### src/rtl/pt_walker.sv
module pt_walker #(
  parameter int VA_W   = 32,
  parameter int PA_W   = 30,
  parameter int PG_W   = 12,
  parameter int ADDR_W = 32,
  parameter int PTE_W  = 32,
  parameter int V_BIT  = 31,
  parameter int D_BIT  = 30,
  parameter int R_BIT  = 29
) (
  input  logic              clk,
  input  logic              rst_n,
  input  logic              miss_valid,
  output logic              miss_ready,
  input  logic [VA_W-PG_W-1:0] miss_vpn,
  input  logic              miss_store,
  input  logic [ADDR_W-1:0] pt_base,
  output logic              mem_req_valid,
  input  logic              mem_req_ready,
  output logic              mem_req_write,
  output logic [ADDR_W-1:0] mem_req_addr,
  output logic [PTE_W-1:0]  mem_req_wdata,
  input  logic              mem_rsp_valid,
  input  logic [PTE_W-1:0]  mem_rsp_data,
  output logic              done_valid,
  output logic              done_fault,
  output logic [VA_W-PG_W-1:0] done_vpn,
  output logic [PA_W-PG_W-1:0] done_ppn
);
  localparam int VPN_W = VA_W - PG_W;
  localparam int PPN_W = PA_W - PG_W;

  typedef enum logic [2:0] {S_IDLE, S_RD_REQ, S_RD_WAIT, S_UPDATE, S_DONE, S_FAULT} state_t;

  state_t             state;
  logic [VPN_W-1:0]   vpn_q;
  logic               store_q;
  logic [ADDR_W-1:0]  base_q;
  logic [PTE_W-1:0]   pte_q;

  wire [PTE_W-1:0] new_pte = pte_q | (PTE_W'(1) << R_BIT) | (PTE_W'(store_q) << D_BIT);
  wire             present = pte_q[V_BIT];
  wire             need_wb = new_pte != pte_q;

  assign miss_ready    = state == S_IDLE;
  assign mem_req_valid = (state == S_RD_REQ) || (state == S_UPDATE && present && need_wb);
  assign mem_req_write = state == S_UPDATE;
  assign mem_req_addr  = base_q + ADDR_W'({vpn_q, 2'b00});
  assign mem_req_wdata = new_pte;
  assign done_valid    = (state == S_DONE) || (state == S_FAULT);
  assign done_fault    = state == S_FAULT;
  assign done_vpn      = vpn_q;
  assign done_ppn      = (state == S_FAULT) ? '0 : pte_q[PPN_W-1:0];

  always_ff @(posedge clk or negedge rst_n) begin
    if (!rst_n) begin
      state   <= S_IDLE;
      vpn_q   <= '0;
      store_q <= 1'b0;
      base_q  <= '0;
      pte_q   <= '0;
    end else begin
      case (state)
        S_IDLE: if (miss_valid) begin
          vpn_q   <= miss_vpn;
          store_q <= miss_store;
          base_q  <= pt_base;
          state   <= S_RD_REQ;
        end
        S_RD_REQ:  if (mem_req_ready) state <= S_RD_WAIT;
        S_RD_WAIT: if (mem_rsp_valid) begin
          pte_q <= mem_rsp_data;
          state <= S_UPDATE;
        end
        S_UPDATE: begin
          if (!present)                     state <= S_FAULT;
          else if (!need_wb || mem_req_ready) state <= S_DONE;
        end
        default: state <= S_IDLE;
      endcase
    end
  end

  AST_REQ_HOLD: assert property (@(posedge clk) disable iff (!rst_n)
    mem_req_valid && !mem_req_ready |=> mem_req_valid && $stable(mem_req_addr)
      && $stable(mem_req_write) && $stable(mem_req_wdata));
  AST_WB_PRESENT: assert property (@(posedge clk) disable iff (!rst_n)
    mem_req_valid && mem_req_write |-> mem_req_wdata[V_BIT]);
  AST_WB_ACCESSED: assert property (@(posedge clk) disable iff (!rst_n)
    mem_req_valid && mem_req_write |-> mem_req_wdata[R_BIT]);
  AST_FAULT_NO_PPN: assert property (@(posedge clk) disable iff (!rst_n)
    done_valid && done_fault |-> done_ppn == '0);
  AST_ONE_WALK: assert property (@(posedge clk) disable iff (!rst_n)
    miss_valid && miss_ready |=> !miss_ready);
  AST_DONE_PULSE: assert property (@(posedge clk) disable iff (!rst_n)
    done_valid |=> !done_valid);
endmodule

### config.mk
export PLATFORM = sky130hd
export DESIGN_NAME = pt_walker
export DESIGN_NICKNAME = d
export VERILOG_FILES = /design/src/rtl/pt_walker.sv
export SDC_FILE = /design/constraint.sdc
export NUM_CORES = 1
export LEC_CHECK = 0
export ABC_AREA = 1
export BUFFER_PORTS_ARGS = -buffer_cell sky130_fd_sc_hd__clkbuf_2
export CAP_MARGIN = 0
export CORE_MARGIN = 1
export CORE_UTILIZATION = 30
export CTS_CLUSTER_DIAMETER = 60
export DETAILED_ROUTE_END_ITERATION = 16
export HOLD_SLACK_MARGIN = 0.05
export PLACE_DENSITY = 0.57
export REMOVE_ABC_BUFFERS = 1
export SLEW_MARGIN = 10
export SYNTH_ARGS = -nofsm -noshare
export SYNTH_HDL_FRONTEND = slang
export SYNTH_SLANG_ARGS = --single-unit
### constraint.sdc
create_clock -name clk -period 5.12 [get_ports clk]
set_input_delay 0.512 -clock clk [delete_from_list [all_inputs] [get_ports clk]]
set_output_delay 0.512 -clock clk [all_outputs]
set_load 0.02 [all_outputs]
==> summary by stage, run 1 <==
GRT
Across every metal layer, demand over resource in global routing totals approximately 16%. For this run the aggregate overflow at the end of global routing stands at 0. The first global-routing pass estimated 24600 um of wire. Entering global routing, the biggest net connects 66 pins. The initial antenna violation count is 0. The via count of the first global-routing pass was approximately 4700.

Synth
The most used flip-flop cell after synthesis is dfrtp_1. In the synthesized netlist the async set-or-reset flop fraction comes to 100%. The post-synthesis cell type count is 32. The synthesized design contains 0 enable-type register cells. The average instance area after synthesis is roughly 8.4 um^2.

Yosys attributes the largest share of cell area to dfrtp_1, mux2_4, nand2_1. In the post-synthesis netlist, the cell with the most instances is nand2_1. The fraction of synthesized cell area taken by the top area cell type is a little under two fifths. The total of warnings raised by yosys is 0. The commonest cells after synthesis are nand2_1, inv_1, dfrtp_1. The library cell occupying the most area in the post-synthesis netlist is dfrtp_1. After technology mapping, the gate count stands at 693. Summing the sequential cell areas from Yosys gives 37.9% of the chip area. The post-synthesis cell area is 5800 um^2. The number of synthesized register bits is 88.

Hold path
The worst hold path belongs to the class in2async.

Worst setup path
Measured in cells, the most critical reg-to-reg path has a length of 4. The endpoint arrival time on the critical path is ~2.6 ns. Of all nets on the critical path, the largest fanout is 4. The element type at the critical path end is an output port. The critical path required time is ~4.6 ns.

In this run the critical register-to-register path is captured at pte_q[5]. The worst register-to-register path begins at state[1]. The critical path class is reg2out. The setup slack of the worst register-to-register path is ~3.0 ns. STA classifies the critical path startpoint as a flip-flop.

Clocking
The number of post-CTS setup repair buffers is 0. TritonCTS created 9 clock buffers. The CTS sink count is 88. The number of levels in the clock H-tree is 3.

After clock tree synthesis, the clock-pin slew on the worst setup and hold paths is around 0.070 ns. The clock tree buffer depth is 2. For this design, the CTS-stage hold fixing added 0 buffers. The insertion delay to the later sink of the worst-skew pair is between 0.3 and 0.4 ns.

The count of cells resized by post-cts repair is 0. TritonCTS built the clock tree. The clock root buffer is clkbuf_16.

Routing
The mean number of vias per cell is 4.31. The violation count after the first detailed-routing iteration is between 150 and 200. The first TritonRoute pass finished after 4 iterations. In the routed design, unresolved DRC markers number 0. The count of nets left with antenna violations after detail routing is 0. The routed layout has 4826 vias. The final layout contains routed wiring with a total length of about 15000 um. The average wire per standard cell is roughly 14 um.

Floorplan
The number of rows created at floorplan is 50. The floorplan step set the die height to about 140 um. The effective utilization at floorplan is a little under a third. The number of I/O pins is slightly below 200. The floorplan die area is 19900 um^2. The die span in x is 141 um.

The area of the core is approximately 19000 um^2.

Timing
The worst-margin pin slew is about 1.0 ns. The hold violation total from the final report is 0. The number of pins exceeding their max-slew limit in the final report came to 0.

Based on the critical path, the design can be clocked at up to approximately 330 MHz. The maximum clock skew at final layout is 0.00592 ns. The worst pin sits at a relative slew slack of 30.2%. Setup repair after global routing left no endpoint under its margin. The final setup violation count is 0. The final worst-path cycle share is between 50% and 60%. The minimum clock period after layout is 3.07 ns. The sum of negative setup slack is 0 ns.

Finish
The number of diodes added for antenna fixing is 0. Of the cells placed in the final design, the portion with a size suffix greater than 1 is 34.1%. The number of nets at the end of the flow is just under 1000. Across the whole layout, storage elements account for between 2000 and 2500 um^2. The layout overhead on the synthesized area is 22.1%. The footprint of the multi-input gates is approximately 2800 um^2. At the end of the flow the core is filled with cells to 37.6%. The layout has a little under 2000 filler cells.

Place
The count of input and output buffers is 195. The congestion estimate from routability-driven global placement came to ~0.9. The half-perimeter wire length of the detailed placement result is 12300 um.

Run status
The run finished with clean final reports.

Job
The max-cap violation count is 0.
[through the flow]
stage / setup WS [ns] / hold slack (ns) / area (um^2) / cells
after global placement: 2.50 / 0.491 / 6770 / 1105
after detailed placement: 2.45 / 0.492 / 6770 / 1105
after CTS: 2.04 / 0.123 / 7090 / 1121
after global routing: 1.83 / 0.148 / 7090 / 1121
final: 2.05 / 0.110 / 7090 / 1121
after floorplan: 2.36 / 0.216 / 5450 / 649
[cell type report]
class | instances | share of cell area [%]
multi-input combinational | 445 | 39.8
inverter | 116 | 6.15
timing repair buffer | 196 | 13.9
clock inverter | 6 | 1.06
clock buffer | 10 | 3.37
tap | 260 | 4.59
sequential | 88 | 31.1
[flip-flops by register name (all words and copies together), names as in the netlist]
name / count
state: 3
pte_q: 32
base_q: 32
done_vpn: 20
store_q: 1
[how the worst max path moves through the flow]
| stage | endpoint | slack (ns) | start | cells past startpoint |
|---|---|---|---|---|
| global route | mem_req_addr[16] | 1.83 | done_vpn[0] | 12 |
| global placement | mem_req_addr[16] | 2.50 | done_vpn[0] | 12 |
| CTS | mem_req_addr[16] | 2.04 | done_vpn[0] | 12 |
| finish | mem_req_addr[16] | 2.05 | done_vpn[0] | 12 |
| floorplan | base_q[21] | 2.36 | state[2] | 5 |
| detailed placement | mem_req_addr[16] | 2.45 | done_vpn[0] | 12 |
[critical path, cell delays in order, from the launching register on]
cell and delay (ns):
dfrtp_1 0.38, ha_1 0.24, inv_1 0.07, fa_1 0.39
inv_1 0.12, nand3_1 0.07, nand3_1 0.16, nand2_1 0.07
nand2_1 0.13, nand3_1 0.11, a21o_1 0.17, nand2_1 0.09
clkbuf_2 0.18
[cell families (layout without fill, tap and decap cells)]
logic type                 Yosys count  count (layout)  share of synthesized area, %
AOI/OAI and AO/OA                   35              35                          3.23
muxes                               72              72                          17.4
DFF                                 88              88                          37.9
xor gates and xnor gates            14              14                          2.11
buffers and inverters              160             328                          13.6
and+or+nand+nor                    302             302                          21.0
other                                1               1                        0.0646
adders and majority gates           21              21                          4.66
[cells in the final DEF (no fill, tap or decap), types with 5 or more instances in the layout]
cell type,netlist,layout
nand4_1,6,6
nor3_1,7,7
inv_2,5,5
a21oi_1,25,25
mux2_2,19,19
clkbuf_2,0,194
nand3_1,32,32
inv_1,111,111
clkbuf_16,0,9
dfrtp_1,88,88
nand2_1,199,198
ha_1,20,20
mux2_4,53,53
xor2_1,12,12
nor2_1,52,52
[routing by layer]
| metal | routed length (um) | share of wire [%] | global-route usage (%) |
|---|---|---|---|
| met1 | 6900 | 45 | 20.2 |
| met2 | 7140 | 46 | 26.5 |
| met3 | 1220 | 7.9 | 4.59 |
| met4 | 182 | 1.2 | 5.66 |
| met5 | 0 | 0 | 0 |
Power of run 1 is left out: the tool's default activity adds up to more than one toggle a clock period on the data nets, which glitch-free logic cannot reach.
==> run 2, diff against run 1 <==
- clock period: 5.12 -> 3.09 ns (I/O delays scaled with it)
==> summary by stage, run 2 (synthesized netlist as in run 1, its figures left out) <==
Routing
The count of unresolved DRC violations after routing is 0 (unchanged). The first-pass iteration count of the detailed router was 5 (+1). The final wirelength came to 15500 um (+0.35%).

The number of vias after detailed routing came to 4820 (-0.12%). The count of nets left with antenna violations after detail routing is 0 (unchanged). The mean number of vias per cell is 4.29 (-0.30%).

The average wire per standard cell is 13.8 um (+0.17%). The violation count after the first detailed-routing iteration was 189 (+17%).

Finish
The layout overhead on the synthesized area is 22.5%. Leaving out fill and tap cells, the most frequent cells in the layout are nand2_1, clkbuf_2, inv_1, dfrtp_1, mux2_4. The fraction of layout cells with a size suffix above 1 is 34.3% (+0.15 points). The number of nets at the end of the flow is 969 (+0.21%). The number of diodes added for antenna fixing is 0 (unchanged).

The most common library cell in the layout ignoring fill and taps is nand2_1.

Clocking
The number of buffers created by CTS came to 9 (unchanged). The cts-stage hold buffer count is 0 (unchanged). The count of cells resized by post-cts repair was 0 (unchanged). The clock tree buffer depth was 2 (unchanged). The CTS sink count is 88 (unchanged). The insertion delay to the later sink of the worst-skew pair is 0.35 ns (about the same). The tree is rooted in a clkbuf_16.

The number of post-CTS setup repair buffers is 0 (unchanged). TritonCTS built the clock tree. The clock-pin slew of the registers on the worst-case setup and hold paths came to 0.07 ns (about the same).

The number of levels in the clock H-tree came to 3 (unchanged).

Job
The max-cap violation count is 0 (unchanged).

Floorplan
The floorplan die area came to 19900 um^2 (unchanged). The area of the core is 18800 um^2 (unchanged). The number of I/O pins is 197 (unchanged).

The die height is 141 um (unchanged). The effective utilization at floorplan is 30.8% (unchanged). The number of rows created at floorplan was 50 (unchanged).

The die span in x came to 141 um (unchanged).

Timing
The worst path uses 92.1% of the clock period. The sum of negative setup slack was 0 ns (unchanged). The worst setup margin is 0.244 ns (-1.81 ns). The hold violation total from the final report is 0 (unchanged).

The maximum clock skew at final layout is 0.0143 ns (+0.00837 ns). The worst-margin pin slew is 1.04 ns (-0.00152 ns). The relative max-transition margin is 30.3% (+0.10 points).

Setup repair after global routing left no endpoint under its margin. The final setup violation count is 0 (unchanged). The number of pins exceeding their max-slew limit in the final report is 0 (unchanged). The achievable frequency is between 300 and 400 MHz. For the finished layout, the period the worst path requires is ~2.8 ns.

GRT
The wire length of the first global-routing pass is 24600 um (about the same). The via count of the first global-routing pass came to 4697 (+0.49%). The all-layer global routing usage is 16.1% (-0.043 points). The initial antenna violation count was 0 (unchanged). The pin count of the biggest net entering global routing was 76 (+15%).

The leftover overflow at the end of global routing was 0 (unchanged).

Run status
The run finished with clean final reports.

Place
The half-perimeter wire length of the detailed placement result is 12500 um (+1.6%). The pre-CTS worst setup slack is 0.646 ns (-1.80 ns). The count of input and output buffers is 195 (unchanged). The routability congestion estimate is 0.900 (+2.4%).

Worst setup path
The signal on the critical path passes through ha_1 -> inv_1 -> fa_1 -> inv_1 -> nand3_1 -> nand3_1 -> nand2_1 -> nand2_1 -> nand3_1 -> a21o_1 -> nand2_1 -> clkbuf_2. The cell with the largest stage delay on the worst path is fa_1. The worst stage delay on the critical path came to 0.41 ns (+0.02 ns). The critical path required time is 2.78 ns (-1.83 ns). The element type at the critical path end is an output port.

The worst setup path is launched from a flip-flop. The setup path with the least slack is of type reg2out. The largest driver fanout on the critical path is 4 (unchanged). The endpoint arrival time on the critical path is 2.54 ns (about the same).

Hold path
The classification of the worst-slack hold path is in2async.
## run 2: cell types whose count changed in the layout (fill, tap and decap cells not counted)
cell,change
clkinv_4,-2
buf_12,+1
buf_4,+1
clkbuf_8,-1
clkinvlp_4,+1
inv_6,+1
inv_8,+1
## run 2: worst paths after layout
path	end	depth (start not counted)	start	slack (ns)
setup / recovery	mem_req_addr[16]	12	done_vpn[0]	0.24
hold / removal	done_vpn[3]	1	rst_n	0.12
setup reg to reg	pte_q[15]	4	state[1]	0.95
hold reg to reg	base_q[1]	1	base_q[1]	0.52
max in group asynchronous	pte_q[18]	2	rst_n	2.26
min in group clk	pte_q[27]	2	mem_rsp_data[27]	0.18
## run 2: final cells by class
| class | instances | area [um^2] |
|---|---|---|
| inverters | 116 | 435 |
| flip-flops and latches | 88 | 2200 |
| clock buffers | 9 | 225 |
| repair buffers | 198 | 1010 |
| well taps | 260 | 325 |
| multi-input cells | 445 | 2820 |
| fillers | 1935 | 11700 |
| clock inverters | 7 | 85.1 |
## run 2: stage by stage
| step | cells | area (um^2) | util, % | hold slack [ns] |
|---|---|---|---|---|
| 3_3_place_gp | 1107 | 6800 | 36.1 | 0.491 |
| 4_1_cts | 1123 | 7110 | 37.8 | 0.161 |
| 5_1_grt | 1123 | 7110 | 37.8 | 0.174 |
| 2_1_floorplan | 649 | 5450 | - | 0.0134 |
| 6_report | 1123 | 7110 | 37.8 | 0.121 |
| 3_5_place_dp | 1107 | 6800 | 36.1 | 0.492 |
## run 2: per-layer routing
metal | GRT usage [%] | wire, um | part of all wire [%]
met4 | 3.78 | 124 | 0.80
met2 | 26.1 | 7150 | 46
met5 | 0 | 0 | 0
met1 | 21.1 | 6990 | 45
met3 | 4.48 | 1230 | 7.9
## run 2: worst max-delay path: cells and delay by family, from the launching register on
family	cells	cell delay (ns)
flip-flops	1	0.38
buffers and inverters	3	0.36
AND/OR/NAND/NOR	6	0.64
adder cells (fa/ha/maj)	2	0.65
AO/OA/AOI/OAI	1	0.17
Power of run 2 is left out for the same reason.
